===== config.mk =====
export PLATFORM = sky130hd
export DESIGN_NAME = pulse_tag_store
export DESIGN_NICKNAME = d
export VERILOG_FILES = /design/src/rtl/tsb_pkg.sv /design/src/rtl/tsb_timebase.sv /design/src/rtl/tsb_ptr_ctrl.sv /design/src/rtl/tsb_store.sv /design/src/rtl/pulse_tag_store.sv
export SDC_FILE = /design/constraint.sdc
export NUM_CORES = 2
export LEC_CHECK = 0
export ABC_AREA = 1
export BUFFER_PORTS_ARGS = -buffer_cell sky130_fd_sc_hd__buf_2
export CORE_UTILIZATION = 36
export CTS_BUF_LIST = sky130_fd_sc_hd__clkbuf_8
export CTS_CLUSTER_DIAMETER = 200
export DETAILED_ROUTE_END_ITERATION = 8
export PLACE_DENSITY_LB_ADDON = 0.25
export RECOVER_POWER = 100
export SLEW_MARGIN = 25
export SYNTH_ARGS = -nofsm -noshare
export SYNTH_HDL_FRONTEND = slang
export SYNTH_SLANG_ARGS = --single-unit

===== constraint.sdc =====
create_clock -name clk -period 2.2 [get_ports clk]
set_clock_uncertainty 0.15 [all_clocks]
set_input_delay 0.11 -clock clk [delete_from_list [all_inputs] [get_ports clk]]
set_output_delay 0.11 -clock clk [all_outputs]
set_load 0.02 [all_outputs]

===== src/rtl/tsb_pkg.sv =====
package tsb_pkg;
  localparam int SEC_W   = 40;
  localparam int CYC_W   = 28;
  localparam int LO_W    = 32;
  localparam int HI_W    = SEC_W - LO_W;
  localparam int STAMP_W = SEC_W + CYC_W;

  typedef struct packed {
    logic [SEC_W-1:0] sec;
    logic [CYC_W-1:0] cyc;
  } stamp_t;

  // advance the time by one clock, wrapping the cycle count at last
  function automatic stamp_t tick(stamp_t cur, logic [CYC_W-1:0] last);
    stamp_t nx;
    if (cur.cyc == last) begin
      nx.cyc = '0;
      nx.sec = cur.sec + SEC_W'(1);
    end else begin
      nx.cyc = cur.cyc + CYC_W'(1);
      nx.sec = cur.sec;
    end
    return nx;
  endfunction

  // replace the selected seconds words by the load value
  function automatic logic [SEC_W-1:0] splice_sec(logic [SEC_W-1:0] cur,
                                                  logic [LO_W-1:0]  data,
                                                  logic             wr_lo,
                                                  logic             wr_hi);
    logic [SEC_W-1:0] r;
    r = cur;
    if (wr_lo) r[LO_W-1:0]     = data;
    if (wr_hi) r[SEC_W-1:LO_W] = data[HI_W-1:0];
    return r;
  endfunction

  // occupancy after one cycle of push / pop / drop
  function automatic int unsigned occ_next(int unsigned cur, logic push,
                                           logic pop, logic drop);
    return cur + int'(push) - int'(pop) - int'(drop);
  endfunction
endpackage


===== src/rtl/tsb_timebase.sv =====
module tsb_timebase
  import tsb_pkg::*;
#(
  parameter int unsigned CLK_HZ = 20_000_000
) (
  input  logic            clk,
  input  logic            rst_n,
  input  logic            ld_lo,
  input  logic            ld_hi,
  input  logic [LO_W-1:0] ld_data,
  output stamp_t          now,
  output logic            roll_evt
);
  localparam logic [CYC_W-1:0] LAST = CYC_W'(CLK_HZ - 1);

  logic ld_any;
  assign ld_any   = ld_lo | ld_hi;
  assign roll_evt = !ld_any && (now.cyc == LAST);

  always_ff @(posedge clk) begin
    if (!rst_n) begin
      now <= '0;
    end else if (ld_any) begin
      now.sec <= splice_sec(now.sec, ld_data, ld_lo, ld_hi);
      now.cyc <= '0;
    end else begin
      now <= tick(now, LAST);
    end
  end
endmodule


===== src/rtl/tsb_ptr_ctrl.sv =====
module tsb_ptr_ctrl
  import tsb_pkg::*;
#(
  parameter int unsigned DEPTH = 16,
  localparam int AW = $clog2(DEPTH),
  localparam int CW = AW + 1
) (
  input  logic          clk,
  input  logic          rst_n,
  input  logic          push,
  input  logic          rd_req,
  output logic [AW-1:0] wr_ptr,
  output logic [AW-1:0] rd_ptr,
  output logic          empty,
  output logic          full,
  output logic          pop_evt,
  output logic          drop_evt
);
  logic [CW-1:0] count;
  logic [CW-1:0] count_nx;

  assign empty    = (count == '0);
  assign full     = (count == CW'(DEPTH));
  assign pop_evt  = rd_req && !empty;
  assign drop_evt = push && full && !pop_evt;
  assign count_nx = CW'(occ_next(int'(count), push, pop_evt, drop_evt));

  always_ff @(posedge clk) begin
    if (!rst_n) begin
      wr_ptr <= '0;
      rd_ptr <= '0;
      count  <= '0;
    end else begin
      if (push)                wr_ptr <= wr_ptr + AW'(1);
      if (pop_evt || drop_evt) rd_ptr <= rd_ptr + AW'(1);
      count <= count_nx;
    end
  end
endmodule


===== src/rtl/tsb_store.sv =====
module tsb_store
  import tsb_pkg::*;
#(
  parameter int unsigned DEPTH = 16,
  localparam int AW = $clog2(DEPTH)
) (
  input  logic          clk,
  input  logic          rst_n,
  input  logic          wr_en,
  input  logic [AW-1:0] wr_ptr,
  input  stamp_t        wr_data,
  input  logic [AW-1:0] rd_ptr,
  output stamp_t        rd_data
);
  logic [DEPTH-1:0][STAMP_W-1:0] rows;

  for (genvar i = 0; i < DEPTH; i++) begin : g_row
    stamp_t q;
    always_ff @(posedge clk) begin
      if (!rst_n)                              q <= '0;
      else if (wr_en && (wr_ptr == AW'(i)))    q <= wr_data;
    end
    assign rows[i] = q;
  end

  assign rd_data = stamp_t'(rows[rd_ptr]);
endmodule


===== src/rtl/pulse_tag_store.sv =====
module pulse_tag_store
  import tsb_pkg::*;
#(
  parameter int unsigned DEPTH  = 16,
  parameter int unsigned CLK_HZ = 20_000_000
) (
  input  logic              clk,
  input  logic              rst_n,
  input  logic              pulse_i,
  input  logic              set_lo_i,
  input  logic              set_hi_i,
  input  logic [31:0]       set_data_i,
  input  logic              tag_done_i,
  output logic [39:0]       now_sec_o,
  output logic [27:0]       now_cyc_o,
  output logic [31:0]       tag_sec_lo_o,
  output logic [7:0]        tag_sec_hi_o,
  output logic [27:0]       tag_cyc_o,
  output logic              empty_o,
  output logic              full_o
);
  localparam int AW = $clog2(DEPTH);

  stamp_t        now;
  stamp_t        head;
  logic [AW-1:0] wr_ptr;
  logic [AW-1:0] rd_ptr;
  logic          roll_evt;
  logic          pop_evt;
  logic          drop_evt;
  logic          empty;
  logic          full;

  tsb_timebase #(.CLK_HZ(CLK_HZ)) u_time (
    .clk      (clk),
    .rst_n    (rst_n),
    .ld_lo    (set_lo_i),
    .ld_hi    (set_hi_i),
    .ld_data  (set_data_i),
    .now      (now),
    .roll_evt (roll_evt)
  );

  tsb_ptr_ctrl #(.DEPTH(DEPTH)) u_ptr (
    .clk      (clk),
    .rst_n    (rst_n),
    .push     (pulse_i),
    .rd_req   (tag_done_i),
    .wr_ptr   (wr_ptr),
    .rd_ptr   (rd_ptr),
    .empty    (empty),
    .full     (full),
    .pop_evt  (pop_evt),
    .drop_evt (drop_evt)
  );

  tsb_store #(.DEPTH(DEPTH)) u_store (
    .clk     (clk),
    .rst_n   (rst_n),
    .wr_en   (pulse_i),
    .wr_ptr  (wr_ptr),
    .wr_data (now),
    .rd_ptr  (rd_ptr),
    .rd_data (head)
  );

  assign now_sec_o    = now.sec;
  assign now_cyc_o    = now.cyc;
  assign tag_sec_lo_o = empty ? '0 : head.sec[LO_W-1:0];
  assign tag_sec_hi_o = empty ? '0 : head.sec[SEC_W-1:LO_W];
  assign tag_cyc_o    = empty ? '0 : head.cyc;
  assign empty_o      = empty;
  assign full_o       = full;
endmodule


==> impl_results.md <==
- Core ar.: 0.138 sq mm
- Initial antenna violation count: 6
- Worst reg-to-reg setup slack: -0.19 ns
- Die area: ~0.14 sq mm
- Maximum fanout along the worst path: 18
- Asr flop ratio synth: 0
- Multi-input logic area: approximately 0.024 sq mm
- Post-Route WL: roughly 190 mm
- Outcome: complete, but fails checks
- Antenna-violating nets left: 0
- Top cell type's share of synthesized area: 0.467
- Req. time, crit path: 1.94 ns
- First-pass DRT Iterations: 8
- Chip Width: between 300 and 400 um
- Area grow syn2layout: 23.8%
- Slew Limit Fails: 0
- Count leader, synth: o21ai_0
- Mapped Cells: approximately 6800
- TritonCTS Buffers: 198
- DRC: 0
- Core Util, Final: 0.450
- Largest vdd supply drop: between 700 and 800 uV
- Dpl cells: approximately 8400
- Startpoint Class: flip-flop
- RR Startpoint: u_ptr.count[3]$_SDFF_PN0_
- PortBufs: 175
- Share of layout cells above drive strength 1: 0.145
- DR vias: approximately 51000
- H-Tree Depth: 4
- Worst Hold Endpoint: u_time.now[65]$_SDFFE_PN0P_
- Tot Pwr: about 70 mW
- Vias in the first global route: 47000
- YS warnings: 0
- Gpl congestion: 0.883
- TritonCTS clock tree: built
- Setup ws final: -0.894 ns
- Failing checks: setup timing
- Post-synth top area cell: dfxtp_1
- Routed vias/inst: 5.69
- WP data arrival: around 2.8 ns
- Die Ht: between 300 and 400 um
- Cells on worst reg2reg path: 15
- Period utilization: 1.41
- Worst hold path startpoint: set_hi_i
- Worst Tran Pin Value: 0.865 ns
- Detailed placement HPWL: ~110 mm
- Leakage power: around 25 nW
- Nets: about 7100
- Syn Nets: 6810
- Final setup vio count: 306
- GR Util All Layers: 0.261
- First-pass GRT wire length: ~290 mm
- Post-synth EDFFs: 0
- Final hold viol count: 0
- RSZ-0062 raised after global routing: true
- Critical Path End Type: primary output
- Syn Area/Cell: 7.42 sq um
- Max Root-Sink Buffers: 3
- Mapped Area: between 0.05 and 0.06 sq mm
- Clk slew on worst S/H paths: 0.06 ns
- Max Clk Rate: roughly 320 MHz
- Fillers: roughly 14000
- Hold Path Depth: 5
- Count of different cell masters after synthesis: 40
- IO Count: ~180
- Register area: approximately 0.023 sq mm
- R2R Path End: u_ptr.count[2]$_SDFF_PN0_
- Wire per inst: approximately 22 um
- Initial Util: 0.364
- Root Buffer Master: clkbuf_8
- Setup Crit Path Kind: flip-flop to primary output
- Top cells by area, synth: dfxtp_1 (47%), o21ai_0 (16%), a21oi_1 (9.6%)
- Pin count of the biggest net entering global routing: ~160
- Initial DRC Count: 5808
- Worst slew margin: 0.422
- Most used DFF post-synth: dfxtp_1
- Max cap viols: 0
- Sequential fraction of the synthesis area: 0.467
- CTS sink count: roughly 1200
- Worst hold path type: primary input to flip-flop
- Total grt overflow: 0
- FP Rows: 136
- Yosys reg bits: 1169
- Clk Latency, worst-skew pair: 0.93 ns
- Power Density: between 1000 and 1500 mW/mm^2
- Finished Layout Cells: roughly 9000
- Top post-synthesis cells by count: o21ai_0 (1645), nor2_1 (1208), dfxtp_1 (1169)
- Pre-CTS WS: -0.0817 ns
- Minimum clock period: 3.09 ns
==> layout make-up <==
| type | instances | area share |
|---|---|---|
| multi-input cells | 4742 | 0.380 |
| repair buffers | 737 | 0.130 |
| flip-flops and latches | 1169 | 0.377 |
| clock inverters | 83 | 0.00834 |
| inverters | 162 | 0.0108 |
| diodes | 3 | 0.000121 |
| well taps | 1794 | 0.0362 |
| clock buffers | 260 | 0.0576 |
| repair inverters | 2 | 0.000282 |
==> worst max path at each step <==
stage                     depth (start not counted)                    startpoint  slack [ns]                         to
after floorplan                                  14     u_ptr.count[2]$_SDFF_PN0_       -0.17  u_ptr.count[2]$_SDFF_PN0_
after global routing                             11  u_ptr.rd_ptr[0]$_SDFFE_PN0P_       -1.02            tag_sec_lo_o[0]
after global placement                           14     u_ptr.count[3]$_SDFF_PN0_        -0.1  u_ptr.count[2]$_SDFF_PN0_
final                                            10  u_ptr.rd_ptr[1]$_SDFFE_PN0P_       -0.89              tag_cyc_o[16]
after CTS                                         9  u_ptr.rd_ptr[1]$_SDFFE_PN0P_       -0.96           tag_sec_lo_o[25]
after detailed placement                          9  u_ptr.rd_ptr[0]$_SDFFE_PN0P_       -0.08           tag_sec_lo_o[25]
==> power by group <==
group          total [mW]  internal (mW)  switching (mW)
clock                20.3           11.1            9.25
combinational        26.3           10.7            15.5
sequential           21.9           21.6           0.292
total                68.5           43.4            25.1
==> worst max-delay path: stages, from the launching register on <==
cell and delay, ns:
dfxtp_4 0.35, buf_12 0.15, inv_16 0.15, buf_12 0.16, buf_16 0.16, o21ai_0 0.10
o211ai_1 0.20, o211ai_1 0.16, a21oi_2 0.16, buf_4 0.14, buf_4 0.15
==> what timing repair did <==
| action | CTS | global route |
|---|---|---|
| resized for setup | 222 | 187 |
| buffers inserted | 19 | 29 |
| gates cloned | 19 | 29 |
| endpoints found under the setup margin | 74 | 169 |
| pin swaps | 27 | 96 |
| hold buffers | 92 | 0 |
| endpoints found under the hold margin | 1169 | 0 |
==> sequential cells by signal, indices dropped and copies added, names as in the netlist <==
signal           cells
u_ptr.rd_ptr         4
u_ptr.wr_ptr         4
u_time.now          68
u_ptr.count          5
u_store.g_row.q   1088
==> cells by family after synthesis <==
kind of cell / after synthesis / share of synthesized area
compound gates: 2982 / 0.316
simple gates: 1726 / 0.139
flops: 1169 / 0.467
buf+inv: 847 / 0.0710
xor+xnor: 20 / 0.00349
fa+ha+maj: 14 / 0.00364
==> metal layers <==
| metal | routed length (um) | up-vias | global-route usage |
|---|---|---|---|
| met5 | 0 | - | 0 |
| met4 | 5650 | 0 | 0.0856 |
| met3 | 16500 | 396 | 0.0418 |
| met2 | 85400 | 2316 | 0.405 |
| met1 | 86500 | 24200 | 0.366 |
| li1 | - | 24000 | - |
==> per-stage QoR <==
step | area [sq um] | hold slack [ns] | setup TNS, ns
detailed placement | 55100 | 0.250 | -0.482
finish | 62100 | 0.161 | -67.26
floorplan | 50200 | 0.148 | -0.300
global route | 62100 | 0.149 | -139.75
global placement | 55100 | 0.255 | -0.342
CTS | 61400 | 0.000713 | -59.47
==> placed cells by master, fill, tap and decap left out, drive strengths merged <==
cell type / instances
o21ai: 1662
nor2: 1231
dfxtp: 1169
a21oi: 958
buf: 517
clkbuf: 388
nand2: 268
nand3: 179
o211ai: 162
inv: 162
o221ai: 110
dlygate4sd3: 92
o22ai: 81
clkinv: 71
nor3: 26
ha: 13
nand4: 12
xor2: 12
clkinvlp: 9
xnor2: 8
o21bai: 6
bufinv: 5
nor3b: 5
diode: 3
and2: 2
a21boi: 2
nand3b: 2
o21a: 1
nor4: 1
fa: 1
Note: power is estimated with default switching activity, not from simulation.
